**config.mk**
```make
export PLATFORM = sky130hd
export DESIGN_NAME = i2c_heading_poller
export DESIGN_NICKNAME = d
export VERILOG_FILES = /design/src/rtl/i2c_heading_poller.sv
export SDC_FILE = /design/constraint.sdc
export NUM_CORES = 1
export LEC_CHECK = 0
export ABC_AREA = 1
export CORE_ASPECT_RATIO = 0.6
export CORE_MARGIN = 2
export CORE_UTILIZATION = 37
export CTS_BUF_LIST = sky130_fd_sc_hd__clkbuf_8
export DETAILED_ROUTE_END_ITERATION = 6
export PLACE_DENSITY_LB_ADDON = 0.1
export SYNTH_ARGS = -nofsm -noshare
export SYNTH_HDL_FRONTEND = slang
export SYNTH_SLANG_ARGS = --single-unit
```
**constraint.sdc**
```tcl
create_clock -name clk -period 4.1 [get_ports clk]
set_clock_uncertainty 0.15 [all_clocks]
set_input_delay 1.025 -clock clk [delete_from_list [all_inputs] [get_ports clk]]
set_output_delay 1.025 -clock clk [all_outputs]
set_load 0.05 [all_outputs]
```
**src/rtl/i2c_heading_poller.sv**
```systemverilog
module i2c_heading_poller #(
  parameter int          QTR_CYC  = 250,
  parameter int          BOOT_CYC = 100_000_000,
  parameter int          MEAS_CYC = 700_000,
  parameter int          GAP_CYC  = 100_000_000,
  parameter logic [7:0]  WR_ADDR  = 8'h42,
  parameter logic [7:0]  MEAS_CMD = 8'h41,
  parameter logic [7:0]  RD_ADDR  = 8'h43
) (
  input  logic        clk,
  input  logic        rst_n,
  input  logic        sda_in,
  output logic        scl_oe,
  output logic        sda_oe,
  output logic [15:0] heading,
  output logic        heading_vld
);

  localparam int QW    = (QTR_CYC > 1) ? $clog2(QTR_CYC) : 1;
  localparam int TMAX0 = (BOOT_CYC > MEAS_CYC) ? BOOT_CYC : MEAS_CYC;
  localparam int TMAX  = (TMAX0 > GAP_CYC) ? TMAX0 : GAP_CYC;
  localparam int TW    = $clog2(TMAX + 1);

  localparam logic [1:0] ST_WAIT  = 2'd0;
  localparam logic [1:0] ST_START = 2'd1;
  localparam logic [1:0] ST_BITS  = 2'd2;
  localparam logic [1:0] ST_STOP  = 2'd3;

  logic [1:0]    st;
  logic [QW-1:0] qcnt;
  logic [1:0]    qtr;
  logic [3:0]    bit_idx;
  logic [2:0]    byte_idx;
  logic [TW-1:0] tmr;
  logic [15:0]   rx;
  logic          sda_drv;
  logic [7:0]    tx_byte;
  logic          drive_next;

  wire busy     = (st != ST_WAIT);
  wire qtick    = busy && (qcnt == QW'(QTR_CYC - 1));
  wire step_end = qtick && (qtr == 2'd3);
  wire rd_byte  = (byte_idx >= 3'd3);
  wire data_bit = !bit_idx[3];
  wire tx_bit   = tx_byte[3'd7 - bit_idx[2:0]];

  always_comb begin
    case (byte_idx)
      3'd0:    tx_byte = WR_ADDR;
      3'd1:    tx_byte = MEAS_CMD;
      default: tx_byte = RD_ADDR;
    endcase
  end

  always_comb begin
    if (data_bit) drive_next = rd_byte ? 1'b0 : !tx_bit;
    else          drive_next = rd_byte;
  end

  assign scl_oe = (st == ST_START) ? (qtr == 2'd3) :
                  (st == ST_BITS || st == ST_STOP) ? (qtr < 2'd2) : 1'b0;
  assign sda_oe = sda_drv;

  always_ff @(posedge clk or negedge rst_n) begin
    if (!rst_n) begin
      st          <= ST_WAIT;
      qcnt        <= '0;
      qtr         <= '0;
      bit_idx     <= '0;
      byte_idx    <= '0;
      tmr         <= TW'(BOOT_CYC - 1);
      rx          <= '0;
      sda_drv     <= 1'b0;
      heading     <= '0;
      heading_vld <= 1'b0;
    end else begin
      heading_vld <= 1'b0;
      if (busy) qcnt <= qtick ? '0 : qcnt + 1'b1;
      if (qtick) qtr <= qtr + 2'd1;
      case (st)
        ST_WAIT: begin
          if (tmr == '0) st <= ST_START;
          else           tmr <= tmr - 1'b1;
        end
        ST_START: begin
          if (qtick && qtr == 2'd0) sda_drv <= 1'b1;
          if (step_end) begin
            st      <= ST_BITS;
            bit_idx <= '0;
          end
        end
        ST_BITS: begin
          if (qtick && qtr == 2'd0) sda_drv <= drive_next;
          if (qtick && qtr == 2'd2 && rd_byte && data_bit) rx <= {rx[14:0], sda_in};
          if (step_end) begin
            if (data_bit) begin
              bit_idx <= bit_idx + 4'd1;
            end else begin
              bit_idx  <= '0;
              byte_idx <= byte_idx + 3'd1;
              if (byte_idx == 3'd1 || byte_idx == 3'd4) st <= ST_STOP;
            end
          end
        end
        default: begin
          if (qtick && qtr == 2'd0) sda_drv <= 1'b1;
          if (qtick && qtr == 2'd2) sda_drv <= 1'b0;
          if (step_end) begin
            st <= ST_WAIT;
            if (byte_idx == 3'd2) begin
              tmr <= TW'(MEAS_CYC - 1);
            end else begin
              tmr         <= TW'(GAP_CYC - 1);
              byte_idx    <= '0;
              heading     <= rx;
              heading_vld <= 1'b1;
            end
          end
        end
      endcase
    end
  end

endmodule


```
==> flow_summary.ini, run 1 <==
[setup_path]
critPathArrivalTime_ns = 2.31
regToRegEndpoint = rx[9]
worst_ep_required_time_ns = 2.92
crit_top_cell = o21ai_0
cp_max_fo = 7
crit_slowest_cell = clkdlybuf4s50_1
r2r_slack_ns = 1.44
cp_num_buf_inv = 2
critPathTopFamily = buffers and inverters
worstReg2RegStart = st[0]
crit_chain = inv_1, ha_1, o21ai_0, o21ai_0, clkdlybuf4s50_1
start_kind = flop
rr_worst_depth = 9
max_stage_delay_ns = 0.83
crit_path_end_kind = output port
worst-setup-path-type = reg2out

[worst_hold_path]
min_from = heading[15]
min_path_cells = 2
hp-class = reg2reg
min_to = heading[15]

[logic_synthesis]
async_flop_share = 1.000
synth_edf_count = 0
yosys.area.top_type = dfrtp_1
synth_cell_types = 35
synth_cells = 595
syn_area_per_cell_um2 = 7.629
yosys_warnings = 0
synth.net_count = 615
synth_top_area_frac = 0.3363
synth.cell_area_um2 = 4539
synth_area_leaders = dfrtp_1 34%, nand2_1 13%, dfstp_2 11%
ys_ff_latch = 80
synth-seq-area-share = 0.4463
ys_dominant_reg_cell = dfrtp_1

[floorplanning]
start_util = 0.3775
ios = 22
num_rows = 31
coreArea_um2 = 12020
die_h_um = 89.80
die_x_um = 147.0
dieArea_um2 = 13200

[clock_network]
post_cts_resized = 0
cts_buffer_depth = 2
cts_num_sinks = 80
cts-root-buf = clkbuf_8
ctsHoldBuffers = 0
postCtsSetupBuffers = 0
cts_buffers = 9
clk_pin_slew_ns = 0.10
h-tree-depth = 3
clock_latency_ns = 0.37
tritoncts = yes

[cells_and_area]
multiInputGateArea_um2 = 2117
fill_cells = 1233
n_antenna_cell = 0
final_cell_mix = 163 x nand2_1, 76 x inv_1, 66 x nor2_1
layout_commonest_cell = nand2_1
drive_above_1_share = 0.1065
final_area_um2 = 5111
fin_util = 0.4251
syn2layout_area_growth_pct = 12.60
final_nets = 635
regArea_um2 = 2026

[drt]
vias = 3684
wl_per_cell_um = 13.50
drc = 0
antenna_left = 0
wl_mm = 10.60
first_pass_iters = 4
post_drt_via_cell_ratio = 4.693
first_iter_violations = 189

[placement]
placement.cell_area_um2 = 4881
dp_hpwl_mm = 7.603
dpl_worst_slack_ns = 1.015
place_congestion = 0.8701
portBuffers = 21

[status]
status = completed

[pwr]
p_total_mw = 1.506
p_leak_nw = 2.486
powerDensity_nw_per_um2 = 294.7
irDropWorstVdd_v = 0.0001799

[sta]
rsz0062_at_grt = false
finalMaxSlewViolations = 0
setup_ws_ns = 0.6188
fin_setup_tns_ns = 0
hold_viol_final = 0
finalCriticalPeriod_ns = 3.481
max_slew_margin = 0.3229
setup_viol_count_final = 0
period_share = 0.8491
worst_pin_slew_ns = 1.016
fmax_mhz = 287.3

[global_routing]
grt_max_degree = 81
grtUsageTotal = 0.1745
grt_pass1_vias = 3531
grt_pass1_wl_mm = 18.37
grt_remaining_overflow = 0
antenna_found_initial = 0

[flow_run]
maxCapViolCount = 0
-- worst max path at each step --
stage,startpoint,to,slack [ns],cells after the start
final,st[0],scl_oe,0.62,5
after floorplan,st[0],scl_oe,1.02,4
after global routing,st[0],scl_oe,0.46,5
after global placement,st[0],scl_oe,1.05,5
after detailed placement,st[0],scl_oe,1.02,5
after CTS,st[0],scl_oe,0.59,5
-- area by class of cell --
cell class,count,area share
Multi-Input combinational cell,420,0.4142
Sequential cell,80,0.3963
Inverter,81,0.06047
Timing Repair Buffer,23,0.04357
Tap cell,165,0.04039
Clock buffer,9,0.02424
Clock inverter,7,0.02081
-- worst reg2reg max path: stages, from the launching register on --
cell and delay, ns:
dfrtp_1 0.42, inv_1 0.09, ha_1 0.27, inv_6 0.19, nand2_2 0.09, nor2_4 0.15
nand2_2 0.12, inv_2 0.13, nand4_2 0.60, o21ai_1 0.37
-- synth_stat cells, types with 3 or more instances --
cell type	n
nor3_1	7
inv_1	76
o21ai_0	26
a21oi_2	5
buf_6	4
nor2_1	66
dfstp_2	19
buf_2	4
nand4_1	10
clkbuf_1	5
nor2_4	3
o21ai_1	41
ha_1	17
nand2_1	163
xor2_1	11
inv_2	3
nand2_2	9
a21oi_1	6
dfrtp_1	61
nand3_1	39
-- routing by layer --
metal	track usage	part of all wire	vias up	routed length (um)
met5	0	0	-	0
met4	0.03365	0.0088	0	93
met3	0.04467	0.054	7	572
met2	0.2210	0.36	71	3808
met1	0.2901	0.58	1685	6119
li1	-	-	1921	-
-- through the flow --
stage                     std cells  hold slack [ns]
after floorplan                 595           0.2922
after global placement          769           0.3142
after detailed placement        769           0.3203
after CTS                       785           0.3450
after global routing            785           0.3727
final                           785           0.3375
-- kinds of logic (layout without fill, tap and decap cells) --
group / Yosys count / in the layout / synth area share
xor gates and xnor gates: 12 / 12 / 0.02315
adders and majority gates: 17 / 17 / 0.04686
DFF: 80 / 80 / 0.4463
and+or+nand+nor: 302 / 302 / 0.2845
buffers and inverters: 95 / 120 / 0.08737
AOI/OAI and AO/OA: 89 / 89 / 0.1119
-- power breakdown --
part           switching [mW]  internal (mW)  total [mW]  leakage [nW]
combinational          0.0153        0.00145      0.0167          1.34
clock                   0.345          0.355       0.700         0.117
sequential                  0          0.789       0.789          1.03
-- registers in the layout, summed over array words and instances (netlist names) --
signal / cells
tmr: 27
heading: 16
rx: 16
qcnt: 8
bit_idx: 4
byte_idx: 3
qtr: 2
st: 2
heading_vld: 1
sda_oe: 1
(Power assumes the default switching activity.)
==> inputs of run 2 (changes only) <==
==> constraint.sdc (replaced) <==
create_clock -name clk -period 3 [get_ports clk]
set_clock_uncertainty 0.15 [all_clocks]
set_input_delay 0.75 -clock clk [delete_from_list [all_inputs] [get_ports clk]]
set_output_delay 0.75 -clock clk [all_outputs]
set_load 0.05 [all_outputs]
==> run 2 against run 1 <==
  * Cell count is 0.51% higher
  * Via count up 1.4%
  * Sequential power grew 37%
  * Total power increased by 31%
  * Largest cell class unchanged
  * Final area rose by 0.44%
  * Clock-buffer cell count rose by 1
  * Worst hold slack lost 0.13 ns
  * First-iteration DRC count increased by 11%
  * Global-route usage rose by 0.59 points
  * Critical path depth unchanged
  * Non-clock buffer count is 4 higher
==> flow_summary.ini, run 2 (synthesis gave the netlist of run 1 again) <==
[cells_and_area]
largest_reg_flops = 27
n_antenna_cell = 0
final_nets = 639
final_cell_mix = 163 x nand2_1, 76 x inv_1, 66 x nor2_1
top_register = tmr
layout_commonest_cell = nand2_1
drive_above_1_share = 0.1138
fin_util = 0.4270
syn2layout_area_growth_pct = 13.09
reg_top3 = tmr (27), heading (16), rx (16)
fill_cells = 1240

[drt]
wl_per_cell_um = 14.08
wl_mm = 11.11
first_iter_violations = 210
post_drt_via_cell_ratio = 4.736
first_pass_iters = 5
antenna_left = 0
drc = 0
vias = 3737

[placement]
dp_hpwl_mm = 8.096
dpl_worst_slack_ns = 0.4695
portBuffers = 21
place_congestion = 0.8945

[global_routing]
grtUsageTotal = 0.1804
grt_busiest_layer = met1
grt_pass1_wl_mm = 18.70
grt_max_degree = 41
met3_usage = 0.04670
grt_remaining_overflow = 0
grt_pass1_vias = 3656
grt_use_met2 = 0.2437
antenna_found_initial = 0
use_met1 = 0.2831

[pwr]
irDropWorstVdd_v = 0.0002469
p_leak_nw = 2.499
powerDensity_nw_per_um2 = 384.4

[floorplanning]
ios = 22
die_h_um = 89.80
die_x_um = 147.0
coreArea_um2 = 12020
dieArea_um2 = 13200
num_rows = 31
start_util = 0.3775

[sta]
rsz0062_at_grt = false
max_slew_margin = 0.5345
period_share = 0.8896
fin_setup_tns_ns = 0
hold_viol_final = 0
worst_pin_slew_ns = 0.6910
setup_viol_count_final = 0
setup_ws_ns = 0.3312
hold_ws_ns = 0.2042
finalMaxSlewViolations = 0
finalCriticalPeriod_ns = 2.669
fmax_mhz = 374.7

[setup_path]
crit_top_cell = o21ai_0
start_kind = flop
max_stage_delay_ns = 0.42
crit_path_end_kind = output port
crit_slowest_cell = dfrtp_1
worst-setup-path-type = reg2out
critPathArrivalTime_ns = 1.77
crit_chain = inv_1, ha_1, o21ai_0, o21ai_0, buf_4
critPathTopFamily = flip-flops
cp_num_buf_inv = 2
cp_max_fo = 7
worst_ep_required_time_ns = 2.10

[clock_network]
h-tree-depth = 3
postCtsSetupBuffers = 0
cts_buffers = 9
cts_num_sinks = 80
post_cts_resized = 0
clock_latency_ns = 0.37
clk_pin_slew_ns = 0.10
ctsHoldBuffers = 0
cts-root-buf = clkbuf_8
tritoncts = yes
cts_buffer_depth = 2

[flow_run]
maxCapViolCount = 0

[worst_hold_path]
hp-class = in2async

[status]
status = completed
## run 2: final timing paths
check                            from    endpoint  slack, ns  depth (start not counted)
worst max register to register  st[0]      tmr[0]       0.43                         11
worst max-delay path            st[0]      scl_oe       0.33                          5
min in group clk                rx[1]       rx[1]       0.34                          2
worst min-delay path            rst_n     qcnt[4]       0.20                          1
worst min register to register  rx[1]       rx[1]       0.34                          2
max in group asynchronous       rst_n  heading[0]       1.85                          2
## run 2: routing by layer
layer  vias to the layer above  share of wire
met5                         -              0
met1                      1703           0.56
met3                         6          0.054
met4                         0         0.0058
li1                       1938              -
met2                        90           0.38
## run 2: per-stage QoR
step / instance area [um^2] / cells / power [mW]
global placement: 4921 / 773 / 1.129
floorplan: 4539 / 595 / 1.100
detailed placement: 4921 / 773 / 1.129
finish: 5134 / 789 / 1.973
CTS: 5134 / 789 / 2.012
global route: 5134 / 789 / 2.064
## run 2: cell type report
| class | instances | area (um^2) | area share |
|---|---|---|---|
| clock buffers | 10 | 137.6 | 0.02681 |
| repair buffers | 27 | 262.8 | 0.05118 |
| well taps | 165 | 206.4 | 0.04021 |
| clock inverters | 6 | 75.07 | 0.01462 |
| multi-input cells | 420 | 2117 | 0.4124 |
| flip-flops and latches | 80 | 2026 | 0.3946 |
| inverters | 81 | 309.0 | 0.06020 |
## run 2: power by group
part,switching [mW],internal [mW],total [mW]
Sequential,0,1.08,1.08
Combinational,0.0224,0.00553,0.0279
Clock,0.446,0.421,0.867
